--- config.mk ---
export PLATFORM = sky130hd
export DESIGN_NAME = clkfreq_calc
export DESIGN_NICKNAME = d
export VERILOG_FILES = /design/src/rtl/clkfreq_pkg.sv /design/src/rtl/clkfreq_divider.sv /design/src/rtl/clkfreq_operands.sv /design/src/rtl/clkfreq_seq.sv /design/src/rtl/clkfreq_calc.sv
export SDC_FILE = /design/constraint.sdc
export NUM_CORES = 1
export LEC_CHECK = 0
export BUFFER_PORTS_ARGS = -buffer_cell sky130_fd_sc_hd__buf_4
export CORE_MARGIN = 10
export CORE_UTILIZATION = 50
export CTS_CLUSTER_SIZE = 12
export DETAILED_ROUTE_END_ITERATION = 7
export PLACE_DENSITY = 0.72
export SLEW_MARGIN = 15
export SYNTH_ARGS = -nofsm -noshare
export SYNTH_HDL_FRONTEND = slang
export SYNTH_SLANG_ARGS = --single-unit
--- constraint.sdc ---
create_clock -name clk -period 7.55 [get_ports clk]
set_input_delay 0.755 -clock clk [delete_from_list [all_inputs] [get_ports clk]]
set_output_delay 0.755 -clock clk [all_outputs]
set_load 0.05 [all_outputs]
--- src/rtl/clkfreq_pkg.sv ---
package clkfreq_pkg;

  localparam longint unsigned OSC_HZ      = 64'd24_000_000;
  localparam longint unsigned SYS_LO_MUL  = 64'd20;
  localparam longint unsigned SYS_HI_MUL  = 64'd22;
  localparam longint unsigned USB_MUL     = 64'd20;
  localparam longint unsigned TAP_MUL     = 64'd18;
  localparam longint unsigned OSC_DIV_CONST = 64'd8;

  localparam int unsigned REQ_W = 3;

  typedef enum logic [REQ_W-1:0] {
    REQ_NONE     = 3'd0,
    REQ_IPG      = 3'd1,
    REQ_PER      = 3'd2,
    REQ_OSC      = 3'd3,
    REQ_OSC_DIV8 = 3'd4
  } req_e;

  typedef enum logic [2:0] {
    STG_TAP = 3'd0,
    STG_ALT = 3'd1,
    STG_AHB = 3'd2,
    STG_IPG = 3'd3,
    STG_PER = 3'd4
  } stage_e;

  typedef enum logic [1:0] {
    PH_IDLE  = 2'd0,
    PH_ISSUE = 2'd1,
    PH_WAIT  = 2'd2
  } phase_e;

endpackage

--- src/rtl/clkfreq_divider.sv ---
// Restoring divider: one quotient bit per cycle, W iterations per division.
// A zero divisor yields a zero quotient.
module clkfreq_divider #(
  parameter int unsigned W = 64
) (
  input  logic         clk,
  input  logic         rst_n,
  input  logic         start,
  input  logic [W-1:0] dividend,
  input  logic [W-1:0] divisor,
  output logic         done,
  output logic [W-1:0] quotient
);

  localparam int unsigned CNT_W = $clog2(W + 1);

  logic             active_q, active_d;
  logic             done_q, done_d;
  logic             zero_q, zero_d;
  logic [CNT_W-1:0] cnt_q, cnt_d;
  logic [W-1:0]     rem_q, rem_d;
  logic [W-1:0]     quo_q, quo_d;
  logic [W-1:0]     dvs_q, dvs_d;

  logic [W:0]       shifted;
  logic [W:0]       trial;
  logic             fits;

  always_comb begin
    shifted = {rem_q, quo_q[W-1]};
    trial   = shifted - {1'b0, dvs_q};
    fits    = ~trial[W];
  end

  always_comb begin
    active_d = active_q;
    done_d   = 1'b0;
    zero_d   = zero_q;
    cnt_d    = cnt_q;
    rem_d    = rem_q;
    quo_d    = quo_q;
    dvs_d    = dvs_q;
    if (start && !active_q) begin
      active_d = 1'b1;
      cnt_d    = CNT_W'(W);
      rem_d    = '0;
      quo_d    = dividend;
      dvs_d    = divisor;
      zero_d   = (divisor == '0);
    end else if (active_q) begin
      rem_d = fits ? trial[W-1:0] : shifted[W-1:0];
      quo_d = {quo_q[W-2:0], fits};
      cnt_d = cnt_q - CNT_W'(1);
      if (cnt_q == CNT_W'(1)) begin
        active_d = 1'b0;
        done_d   = 1'b1;
      end
    end
  end

  always_ff @(posedge clk or negedge rst_n) begin
    if (!rst_n) begin
      active_q <= 1'b0;
      done_q   <= 1'b0;
      zero_q   <= 1'b0;
      cnt_q    <= '0;
      rem_q    <= '0;
      quo_q    <= '0;
      dvs_q    <= '0;
    end else begin
      active_q <= active_d;
      done_q   <= done_d;
      zero_q   <= zero_d;
      cnt_q    <= cnt_d;
      rem_q    <= rem_d;
      quo_q    <= quo_d;
      dvs_q    <= dvs_d;
    end
  end

  assign done     = done_q;
  assign quotient = zero_q ? '0 : quo_q;

endmodule

--- src/rtl/clkfreq_operands.sv ---
// Chooses the dividend and divisor of each stage from captured fields and
// earlier stage results.
module clkfreq_operands
  import clkfreq_pkg::*;
#(
  parameter int unsigned FREQ_W    = 64,
  parameter int unsigned FRAC_W    = 6,
  parameter int unsigned ALT_DIV_W = 3,
  parameter int unsigned AHB_DIV_W = 3,
  parameter int unsigned IPG_DIV_W = 2,
  parameter int unsigned PER_DIV_W = 6
) (
  input  stage_e                stage,
  input  logic                  sys_pll_x22,
  input  logic [FRAC_W-1:0]     pfd0_frac,
  input  logic [FRAC_W-1:0]     pfd2_frac,
  input  logic [1:0]            pre_sel,
  input  logic [1:0]            alt_sel,
  input  logic [ALT_DIV_W-1:0]  alt_div,
  input  logic                  periph_sel,
  input  logic [AHB_DIV_W-1:0]  ahb_div,
  input  logic [IPG_DIV_W-1:0]  ipg_div,
  input  logic                  per_sel,
  input  logic [PER_DIV_W-1:0]  per_div,
  input  logic [FREQ_W-1:0]     tap_hz,
  input  logic [FREQ_W-1:0]     alt_hz,
  input  logic [FREQ_W-1:0]     ahb_hz,
  input  logic [FREQ_W-1:0]     ipg_hz,
  output logic [FREQ_W-1:0]     dividend,
  output logic [FREQ_W-1:0]     divisor
);

  localparam logic [FREQ_W-1:0] OSC      = FREQ_W'(OSC_HZ);
  localparam logic [FREQ_W-1:0] SYS_LO   = FREQ_W'(OSC_HZ * SYS_LO_MUL);
  localparam logic [FREQ_W-1:0] SYS_HI   = FREQ_W'(OSC_HZ * SYS_HI_MUL);
  localparam logic [FREQ_W-1:0] SYS_LO18 = FREQ_W'(OSC_HZ * SYS_LO_MUL * TAP_MUL);
  localparam logic [FREQ_W-1:0] SYS_HI18 = FREQ_W'(OSC_HZ * SYS_HI_MUL * TAP_MUL);
  localparam logic [FREQ_W-1:0] USB      = FREQ_W'(OSC_HZ * USB_MUL);
  localparam logic [FREQ_W-1:0] ONE      = FREQ_W'(1);

  logic [FREQ_W-1:0] sys_hz;
  logic [FREQ_W-1:0] tap_scaled;
  logic [FRAC_W-1:0] frac_pick;
  logic [FREQ_W-1:0] pre_hz;
  logic [FREQ_W-1:0] alt_src;
  logic [FREQ_W-1:0] root_hz;
  logic [FREQ_W-1:0] per_src;

  always_comb begin
    sys_hz     = sys_pll_x22 ? SYS_HI : SYS_LO;
    tap_scaled = sys_pll_x22 ? SYS_HI18 : SYS_LO18;
    // the tap run in the first stage is the one the pre-mux will use
    frac_pick  = (pre_sel == 2'd2) ? pfd0_frac : pfd2_frac;

    unique case (pre_sel)
      2'd0:    pre_hz = sys_hz;
      2'd3:    pre_hz = tap_hz >> 1;
      default: pre_hz = tap_hz;
    endcase

    unique case (alt_sel)
      2'd0:    alt_src = USB;
      2'd1:    alt_src = OSC;
      default: alt_src = '0;   // bypass and reserved code count as 0 Hz
    endcase

    root_hz = periph_sel ? alt_hz : pre_hz;
    per_src = per_sel ? OSC : ipg_hz;

    unique case (stage)
      STG_TAP: begin dividend = tap_scaled; divisor = FREQ_W'(frac_pick);       end
      STG_ALT: begin dividend = alt_src;    divisor = FREQ_W'(alt_div) + ONE;  end
      STG_AHB: begin dividend = root_hz;    divisor = FREQ_W'(ahb_div) + ONE;  end
      STG_IPG: begin dividend = ahb_hz;     divisor = FREQ_W'(ipg_div) + ONE;  end
      default: begin dividend = per_src;    divisor = FREQ_W'(per_div) + ONE;  end
    endcase
  end

endmodule

--- src/rtl/clkfreq_seq.sv ---
// Request sequencer: answers constant codes at once, otherwise walks
// the division stages in a fixed order.
module clkfreq_seq
  import clkfreq_pkg::*;
#(
  parameter int unsigned FREQ_W = 64
) (
  input  logic              clk,
  input  logic              rst_n,
  input  logic              accept,
  input  logic [REQ_W-1:0]  req_id,
  input  logic              div_done,
  input  logic [FREQ_W-1:0] div_quo,
  output stage_e            stage,
  output logic              div_start,
  output logic              busy,
  output logic [FREQ_W-1:0] tap_hz,
  output logic [FREQ_W-1:0] alt_hz,
  output logic [FREQ_W-1:0] ahb_hz,
  output logic [FREQ_W-1:0] ipg_hz,
  output logic              rsp_valid,
  output logic [FREQ_W-1:0] rsp_hz
);

  localparam logic [FREQ_W-1:0] OSC  = FREQ_W'(OSC_HZ);
  localparam logic [FREQ_W-1:0] OSC8 = FREQ_W'(OSC_HZ / OSC_DIV_CONST);

  phase_e            phase_q, phase_d;
  stage_e            stage_q, stage_d;
  logic              want_per_q, want_per_d;
  logic              rsp_valid_q, rsp_valid_d;
  logic [FREQ_W-1:0] rsp_hz_q, rsp_hz_d;
  logic [FREQ_W-1:0] tap_q, alt_q, ahb_q, ipg_q;
  logic              tap_en, alt_en, ahb_en, ipg_en;
  logic              last_stage;

  always_comb begin
    phase_d     = phase_q;
    stage_d     = stage_q;
    want_per_d  = want_per_q;
    rsp_valid_d = 1'b0;
    rsp_hz_d    = rsp_hz_q;
    div_start   = 1'b0;
    tap_en      = 1'b0;
    alt_en      = 1'b0;
    ahb_en      = 1'b0;
    ipg_en      = 1'b0;
    last_stage  = (stage_q == STG_PER) || (stage_q == STG_IPG && !want_per_q);

    unique case (phase_q)
      PH_IDLE: begin
        if (accept) begin
          unique case (req_id)
            REQ_IPG, REQ_PER: begin
              phase_d    = PH_ISSUE;
              stage_d    = STG_TAP;
              want_per_d = (req_id == REQ_PER);
            end
            REQ_OSC:      begin rsp_valid_d = 1'b1; rsp_hz_d = OSC;  end
            REQ_OSC_DIV8: begin rsp_valid_d = 1'b1; rsp_hz_d = OSC8; end
            default:      begin rsp_valid_d = 1'b1; rsp_hz_d = '0;   end
          endcase
        end
      end
      PH_ISSUE: begin
        div_start = 1'b1;
        phase_d   = PH_WAIT;
      end
      default: begin
        if (div_done) begin
          unique case (stage_q)
            STG_TAP: tap_en = 1'b1;
            STG_ALT: alt_en = 1'b1;
            STG_AHB: ahb_en = 1'b1;
            STG_IPG: ipg_en = 1'b1;
            default: ;
          endcase
          if (last_stage) begin
            phase_d     = PH_IDLE;
            rsp_valid_d = 1'b1;
            rsp_hz_d    = div_quo;
          end else begin
            phase_d = PH_ISSUE;
            unique case (stage_q)
              STG_TAP: stage_d = STG_ALT;
              STG_ALT: stage_d = STG_AHB;
              STG_AHB: stage_d = STG_IPG;
              default: stage_d = STG_PER;
            endcase
          end
        end
      end
    endcase
  end

  always_ff @(posedge clk or negedge rst_n) begin
    if (!rst_n) begin
      phase_q     <= PH_IDLE;
      stage_q     <= STG_TAP;
      want_per_q  <= 1'b0;
      rsp_valid_q <= 1'b0;
      rsp_hz_q    <= '0;
    end else begin
      phase_q     <= phase_d;
      stage_q     <= stage_d;
      want_per_q  <= want_per_d;
      rsp_valid_q <= rsp_valid_d;
      rsp_hz_q    <= rsp_hz_d;
    end
  end

  always_ff @(posedge clk or negedge rst_n) begin
    if (!rst_n) begin
      tap_q <= '0;
      alt_q <= '0;
      ahb_q <= '0;
      ipg_q <= '0;
    end else begin
      if (tap_en) tap_q <= div_quo;
      if (alt_en) alt_q <= div_quo;
      if (ahb_en) ahb_q <= div_quo;
      if (ipg_en) ipg_q <= div_quo;
    end
  end

  assign stage     = stage_q;
  assign busy      = (phase_q != PH_IDLE);
  assign tap_hz    = tap_q;
  assign alt_hz    = alt_q;
  assign ahb_hz    = ahb_q;
  assign ipg_hz    = ipg_q;
  assign rsp_valid = rsp_valid_q;
  assign rsp_hz    = rsp_hz_q;

endmodule

--- src/rtl/clkfreq_calc.sv ---
module clkfreq_calc
  import clkfreq_pkg::*;
#(
  parameter int unsigned FREQ_W    = 64,
  parameter int unsigned FRAC_W    = 6,
  parameter int unsigned ALT_DIV_W = 3,
  parameter int unsigned AHB_DIV_W = 3,
  parameter int unsigned IPG_DIV_W = 2,
  parameter int unsigned PER_DIV_W = 6
) (
  input  logic                 clk,
  input  logic                 rst_n,
  input  logic                 req_valid,
  input  logic [2:0]           req_id,
  input  logic                 sys_pll_x22,
  input  logic [FRAC_W-1:0]    pfd0_frac,
  input  logic [FRAC_W-1:0]    pfd2_frac,
  input  logic [1:0]           pre_sel,
  input  logic [1:0]           alt_sel,
  input  logic [ALT_DIV_W-1:0] alt_div,
  input  logic                 periph_sel,
  input  logic [AHB_DIV_W-1:0] ahb_div,
  input  logic [IPG_DIV_W-1:0] ipg_div,
  input  logic                 per_sel,
  input  logic [PER_DIV_W-1:0] per_div,
  output logic                 busy,
  output logic                 rsp_valid,
  output logic [FREQ_W-1:0]    rsp_hz
);

  logic accept;

  // captured fields, loaded only on acceptance
  logic                 x22_q;
  logic [FRAC_W-1:0]    f0_q, f2_q;
  logic [1:0]           pre_q, alt_sel_q;
  logic [ALT_DIV_W-1:0] alt_div_q;
  logic                 root_sel_q;
  logic [AHB_DIV_W-1:0] ahb_div_q;
  logic [IPG_DIV_W-1:0] ipg_div_q;
  logic                 per_sel_q;
  logic [PER_DIV_W-1:0] per_div_q;

  stage_e            stage;
  logic              div_start, div_done;
  logic [FREQ_W-1:0] div_quo, div_a, div_b;
  logic [FREQ_W-1:0] tap_hz, alt_hz, ahb_hz, ipg_hz;

  assign accept = req_valid && !busy;   // ignored while busy

  always_ff @(posedge clk or negedge rst_n) begin
    if (!rst_n) begin
      x22_q      <= 1'b0;
      f0_q       <= '0;
      f2_q       <= '0;
      pre_q      <= '0;
      alt_sel_q  <= '0;
      alt_div_q  <= '0;
      root_sel_q <= 1'b0;
      ahb_div_q  <= '0;
      ipg_div_q  <= '0;
      per_sel_q  <= 1'b0;
      per_div_q  <= '0;
    end else if (accept) begin
      x22_q      <= sys_pll_x22;
      f0_q       <= pfd0_frac;
      f2_q       <= pfd2_frac;
      pre_q      <= pre_sel;
      alt_sel_q  <= alt_sel;
      alt_div_q  <= alt_div;
      root_sel_q <= periph_sel;
      ahb_div_q  <= ahb_div;
      ipg_div_q  <= ipg_div;
      per_sel_q  <= per_sel;
      per_div_q  <= per_div;
    end
  end

  clkfreq_seq #(.FREQ_W(FREQ_W)) i_seq (
    .clk       (clk),
    .rst_n     (rst_n),
    .accept    (accept),
    .req_id    (req_id),
    .div_done  (div_done),
    .div_quo   (div_quo),
    .stage     (stage),
    .div_start (div_start),
    .busy      (busy),
    .tap_hz    (tap_hz),
    .alt_hz    (alt_hz),
    .ahb_hz    (ahb_hz),
    .ipg_hz    (ipg_hz),
    .rsp_valid (rsp_valid),
    .rsp_hz    (rsp_hz)
  );

  clkfreq_operands #(
    .FREQ_W(FREQ_W), .FRAC_W(FRAC_W), .ALT_DIV_W(ALT_DIV_W),
    .AHB_DIV_W(AHB_DIV_W), .IPG_DIV_W(IPG_DIV_W), .PER_DIV_W(PER_DIV_W)
  ) i_ops (
    .stage       (stage),
    .sys_pll_x22 (x22_q),
    .pfd0_frac   (f0_q),
    .pfd2_frac   (f2_q),
    .pre_sel     (pre_q),
    .alt_sel     (alt_sel_q),
    .alt_div     (alt_div_q),
    .periph_sel  (root_sel_q),
    .ahb_div     (ahb_div_q),
    .ipg_div     (ipg_div_q),
    .per_sel     (per_sel_q),
    .per_div     (per_div_q),
    .tap_hz      (tap_hz),
    .alt_hz      (alt_hz),
    .ahb_hz      (ahb_hz),
    .ipg_hz      (ipg_hz),
    .dividend    (div_a),
    .divisor     (div_b)
  );

  clkfreq_divider #(.W(FREQ_W)) i_div (
    .clk      (clk),
    .rst_n    (rst_n),
    .start    (div_start),
    .dividend (div_a),
    .divisor  (div_b),
    .done     (div_done),
    .quotient (div_quo)
  );

endmodule

Word-level counts from Yosys, hierarchy flattened
Cells that the tools add are included.
{"block": "word_totals", "inputBits": 39, "word_cells": 132, "out_inout_bits": 66, "regBits": 562}
{"block": "op_classes", "n_mux": 57, "eq_ne": 17, "add_sub_neg": 6, "n_reduce_logical": 23, "bitwise": 2}
{"operator": "$mux 64", "n": 11}
{"operator": "$pmux 64 s4", "n": 2}
{"operator": "$pmux 64 s2", "n": 2}
{"operator": "$pmux 64 s3", "n": 1}
{"operator": "$sub 65x64->65", "n": 1}
{"operator": "$logic_not 64->1", "n": 1}
{"operator": "$pmux 29 s2", "n": 1}
{"operator": "$mux 30", "n": 1}
{"operator": "$mux 26", "n": 1}
{"operator": "$mux 1", "n": 24}
{"operator": "$mux 7", "n": 2}
{"operator": "$eq 3x2->1 const B", "n": 4}
{"operator": "$mux 3", "n": 4}
{"operator": "$reduce_and 5->1", "n": 2}
{"operator": "$pmux 3 s3", "n": 1}
{"operator": "$add 3x1->4 const B", "n": 2}
{"operator": "$ne 2x2->1 const B", "n": 4}
{"operator": "$reduce_bool 2->1", "n": 4}
{"operator": "$add 6x1->7 const B", "n": 1}
{"operator": "$eq 7x1->1 const B", "n": 1}
{"operator": "$sub 7x1->7 const B", "n": 1}
{"operator": "$eq 3x1->1 const B", "n": 2}
{"operator": "$eq 3x3->1 const B", "n": 2}
{"operator": "$logic_not 2->1", "n": 3}
{"operator": "16 further kinds", "n": 27}

Depth between registers and ports, before layout
{"block": "depth", "word_depth": 6, "mapped_depth": 14, "ltp_nobuf": 12}

Cells and area by module
From an unflattened synthesis, not the netlist that was laid out.
{"block": "hier_totals", "cells_unflattened": 3031, "area_unflattened_um2": 30847.1}
{"module": "clkfreq_divider", "instances": 1, "cells_per_inst": 1561, "area_each_um2": 13066.3}
{"module": "clkfreq_seq", "instances": 1, "cells_per_inst": 764, "area_each_um2": 12632.1}
{"module": "clkfreq_operands", "instances": 1, "cells_per_inst": 635, "area_each_um2": 3757.4}
{"module": "clkfreq_calc", "instances": 1, "cells_per_inst": 71, "area_each_um2": 1391.3}

Worst setup path after synthesis
Ideal clock, no wire load.
{"block": "synth_path", "kind": "register -> register", "from": "register i_div.rem_q[33]", "to": "register i_div.rem_q[61]", "required_time_ps": 7429, "arrival_time_ps": 3116, "stages_incl_launch_ff": 10, "setup_slack_ps": 4313, "synth_period_minus_slack_ps": 3237, "cell_sequence": "dfrtp_1 or4_4 or3_1 buf_2 or3_4 o31ai_2 nand3_2 or4b_1 xnor2_1 a22o_1"}
{"block": "synth_via", "elab_chain_cells": 4}
{"element": "start: declaration", "line_no": "clkfreq_divider.sv:21", "rtl": "logic [W-1:0] rem_q, rem_d;"}
{"element": "start signal: assignment", "line_no": "clkfreq_divider.sv:75", "rtl": "rem_q <= rem_d;"}
{"element": "$sub 65x64->65", "line_no": "clkfreq_divider.sv:31", "rtl": "trial = shifted - {1'b0, dvs_q};"}
{"element": "$mux 64", "line_no": "clkfreq_divider.sv:51", "rtl": "rem_d = fits ? trial[W-1:0] : shifted[W-1:0];"}
{"element": "$mux 64", "line_no": "clkfreq_divider.sv:50", "rtl": "end else if (active_q) begin"}
{"element": "$mux 64", "line_no": "clkfreq_divider.sv:43", "rtl": "if (start && !active_q) begin"}
Every way passes these cells. The select of a mux whose other input is x is not followed.
A chain may end at the register's enable or synchronous reset.

Worst setup path in the final report
{"block": "layout_path", "from": "register i_seq.stage_q[0], in the netlist i_seq.stage[0]", "to": "register i_seq.rsp_hz_q[17], in the netlist i_seq.rsp_hz[17]"}
{"block": "layout_via", "elab_chain_cells": 5}
{"element": "start: declaration", "line_no": "clkfreq_seq.sv:29", "rtl": "stage_e stage_q, stage_d;"}
{"element": "start signal: assignment", "line_no": "clkfreq_seq.sv:105", "rtl": "stage_q <= stage_d;"}
{"element": "$eq 3x2->1", "line_no": "clkfreq_seq.sv:48", "rtl": "last_stage = (stage_q == STG_PER) || (stage_q == STG_IPG && !want_per_q);"}
{"element": "$logic_and 1x1->1", "line_no": "clkfreq_seq.sv:48"}
{"element": "$logic_or 1x1->1 *", "line_no": "clkfreq_seq.sv:48"}
{"element": "$reduce_bool 2->1 (no line) *"}
{"element": "$reduce_and 5->1 (no line) *"}
{"element": "end signal: assignment", "line_no": "clkfreq_seq.sv:108", "rtl": "rsp_hz_q <= rsp_hz_d;"}
{"element": "end: declaration", "line_no": "clkfreq_seq.sv:32", "rtl": "logic [FREQ_W-1:0] rsp_hz_q, rsp_hz_d;"}
Mark *: on every way between the ends. The rest lies on a longest branch, timed or not.

==> impl_table.tex <==
\begin{tabular}{lr}
\hline
Metric & Value \\
\hline
\multicolumn{2}{l}{\textbf{Timing}} \\
Share of the cycle needed by the critical path after routing & 56.4\% \\
Setup slack of the critical path after layout & 3.30 ns \\
Upper clock frequency limit & 235 MHz \\
Sum Neg Setup Slack & 0 ns \\
Relative slew slack & 21.2\% \\
Min Clock Period, post-route & 4.25 ns \\
Fin. Hold Viols & 0 \\
Setup repair after global routing missed its margin & false \\
Worst clock skew & 0.0305 ns \\
Worst slew pin tran & 1.18 ns \\
Setup Viol. Count Final & 0 \\
Max-slew violation total from the final report & 0 \\
\multicolumn{2}{l}{\textbf{Floorplan}} \\
Horizontal die dimension & 240 µm \\
Chip Height & 240 µm \\
Row Count & 80 \\
Area of the core & 0.0478 mm² \\
Count of pins on the block boundary & 105 \\
Effective utilization at floorplan & 50.7\% \\
Die Footprint & 0.0577 mm² \\
\multicolumn{2}{l}{\textbf{Drt}} \\
Detailed Route WL & 64000 µm \\
Vias & 19901 \\
Drt via density & 6.00 \\
Remaining design rule violation count & 0 \\
Antenna-violating nets left & 0 \\
Number of detailed-route iterations in the first pass & 6 \\
Initial detailed-routing violation count & 1859 \\
Per-cell routed wire length & 19.3 µm \\
\multicolumn{2}{l}{\textbf{Synth}} \\
Synthesis-stage register bit count & 505 \\
Register area share after synthesis & 52.1\% \\
Yosys top cell area share & 52.1\% \\
Mean area per synthesized cell & 8.99 µm² \\
Cell types occupying the most area after synthesis & dfrtp\_1, nand2\_1, o21ai\_0 \\
Post-synthesis instance area & 0.0242 mm² \\
Number of distinct library cell variants in the gate-level netlist after synthesis & 70 \\
Most instantiated flip-flop cell in the synthesis netlist & dfrtp\_1 \\
Gate Count Post-Synth & 2697 \\
Count of warnings emitted by yosys & 0 \\
Most frequently used cell type in the post-synthesis netlist & nand2\_1 \\
Yosys top cell by area & dfrtp\_1 \\
Asr flop ratio synth & 100\% \\
Net count after synthesis & 2752 \\
Number of enable flip-flop cells after synthesis & 0 \\
Most instantiated cells after synthesis & nand2\_1, dfrtp\_1, o21ai\_0 \\
\multicolumn{2}{l}{\textbf{Clocking}} \\
TritonCTS clock tree & done \\
Maximum level of the CTS H-tree & 2 \\
Clock network latency to the later pin of the worst-skew pair & 0.63 ns \\
Buffer levels on the longest clock path & 3 \\
Sinks on the clock net & 505 \\
Clock tree root buffer cell & clkbuf\_16 \\
Buffers inserted during post-CTS setup optimization & 0 \\
Total clock buffers created by CTS & 54 \\
CTS resizes & 0 \\
Number of buffers inserted by hold repair at cts & 0 \\
Clock-pin slew on the worst setup and hold paths & 0.06 ns \\
\multicolumn{2}{l}{\textbf{Power}} \\
Part of the total power dissipated in combinational logic & 40.5\% \\
Net switching power & 4930 µW \\
Proportion of power drawn by flip-flops and latches & 36.8\% \\
PD cells & 423 mW/mm² \\
Switching Share & 43.2\% \\
Cell-internal power & 6480 µW \\
Total leakage power & 0.0118 µW \\
Worst supply voltage drop on vdd & 0.000208 V \\
Clk network pwr share & 22.6\% \\
\multicolumn{2}{l}{\textbf{Run}} \\
Max capacitance violation total & 0 \\
\multicolumn{2}{l}{\textbf{Cells and area}} \\
Inserted Diodes & 0 \\
Area Overhead vs Synth & 11.3\% \\
Layout cell share with drive strength beyond 1 & 9.44\% \\
Final net count & 2716 \\
Number of filler cells placed in the layout & 4224 \\
Post-layout instance count excluding filler cells & 3315 \\
\multicolumn{2}{l}{\textbf{Critical path}} \\
WP data required & 8.03 ns \\
Highest net fanout along the worst path & 70 \\
Arrival time worst endpoint & 4.74 ns \\
Crit path kind & reg -> reg \\
CP Launch Type & flop \\
Critical Path Sink Type & flop \\
\multicolumn{2}{l}{\textbf{Global routing}} \\
Global-route total usage across every layer & 22.3\% \\
Grt met2 use & 37.5\% \\
Number of global-route vias before repair & 19663 \\
Antenna violations before repair & 0 \\
Largest net degree at the start of global routing & 178 \\
Overflow after GRT & 0 \\
Most crowded layer after global routing & met2 \\
Global-route wire length before repair & 105000 µm \\
Met1 Usage GRT & 29.1\% \\
Fraction of met3 tracks used by global routing & 3.40\% \\
\multicolumn{2}{l}{\textbf{Hold path}} \\
Worst hold path class & in -> async \\
\multicolumn{2}{l}{\textbf{Place}} \\
Worst Setup Slack post-DPL & 3.39 ns \\
Port buffer count & 104 \\
Final estimated routing congestion in global placement & 0.884 \\
Dpl hpwl & 38900 µm \\
Cell count after placement & 3220 \\
\multicolumn{2}{l}{\textbf{Status}} \\
Run status & complete, no violations \\
\hline
\end{tabular}
power by group through the flow:
stage	Clock (µW)	Combinational, µW	Sequential (µW)
after detailed placement	0	4600	4220
after CTS	2620	4620	4190
final	2580	4620	4200
after floorplan	0	2940	4420
after global routing	2740	5070	4310
after global placement	0	4490	4190
stage by stage:
| step | util [%] | total power, µW | area (µm²) | hold slack (ns) |
|---|---|---|---|---|
| after floorplan | - | 7370 | 24200 | 0.440 |
| after global placement | 52.8 | 8680 | 25300 | 0.456 |
| after detailed placement | 52.8 | 8820 | 25300 | 0.463 |
| after CTS | 56.4 | 11400 | 27000 | 0.278 |
| after global routing | 56.4 | 12100 | 27000 | 0.289 |
| final | 56.4 | 11400 | 27000 | 0.213 |
final timing paths:
kind	from	to	slack, ns	cells after the start
worst min register to register	i_seq.rsp_hz[34]	i_seq.rsp_hz[34]	0.47	2
worst min-delay path	rst_n	f2_q[5]	0.21	1
max in group asynchronous	rst_n	i_seq.tap_hz[34]	5.74	2
min in group clk	alt_div[2]	alt_div_q[2]	0.35	3
worst max-delay path	i_seq.stage[0]	i_seq.rsp_hz[17]	3.30	8
worst max register to register	i_seq.stage[0]	i_seq.rsp_hz[17]	3.30	8
metal layers:
| layer | up-vias | wire length, µm |
|---|---|---|
| li1 | 9335 | - |
| met1 | 9778 | 27400 |
| met2 | 661 | 31300 |
| met3 | 127 | 3670 |
| met4 | 0 | 1680 |
| met5 | - | 0 |
layout by cell type, fill, tap and decap left out, drive strengths merged, types with 4 or more instances in the layout:
cell type and instances:
nor4 19, o31ai 55, a221o 45, nor4b 4, a31oi 4, clkinv 5
xor2 25, or4 9, a21oi 159, nand2b 73, and3 6, ha 15
o21a 8, o21ai 463, clkbuf 86, xnor2 38, nand2 630, a221oi 10
dfrtp 505, a22o 58, mux2i 12, nand3 32, a22oi 10, mux2 12
nand3b 49, inv 23, or3 12, buf 130, nor2 81, o311a 4
and2 7, a211oi 5, nor2b 9, o211ai 11, nor3 29, nand4 15
layout make-up:
class,instances,area (µm²),area share (%)
clock inverter,9,139,0.515
tap,615,769,2.85
inverter,21,78.8,0.292
sequential,505,12600,46.9
multi-input combinational,1949,10800,39.9
timing repair buffer,130,1010,3.74
clock buffer,86,1570,5.82
cells by family after synthesis:
kind of cell / Yosys count / share of synthesized area [%]
fa+ha+maj: 16 / 0.857
simple gates: 988 / 18.6
mux: 26 / 1.24
xor+xnor: 63 / 2.28
compound gates: 856 / 21.0
buf+inv: 243 / 3.85
flops: 505 / 52.1
state kept, by name (all words and copies together) (netlist names), 2 cells and up:
register	flops
ahb_div_q	3
f0_q	6
i_seq.alt_hz	64
i_div.dvs_q	7
i_div.cnt_q	7
i_div.quo_q	64
per_div_q	6
f2_q	6
i_seq.tap_hz	64
i_div.rem_q	64
alt_sel_q	2
i_seq.ahb_hz	64
i_seq.rsp_hz	64
i_seq.phase_q	2
pre_q	2
alt_div_q	3
i_seq.stage	3
i_seq.ipg_hz	64
ipg_div_q	2
critical path: stages, from the launching register on:
cell	delay, ns
dfrtp_4	0.79
buf_4	0.70
nor2_1	0.22
a22oi_1	0.37
o22a_4	0.47
buf_4	0.66
inv_1	0.49
o21ai_0	0.23
nand2_1	0.09
No activity file was read; power rests on OpenSTA's default activity.
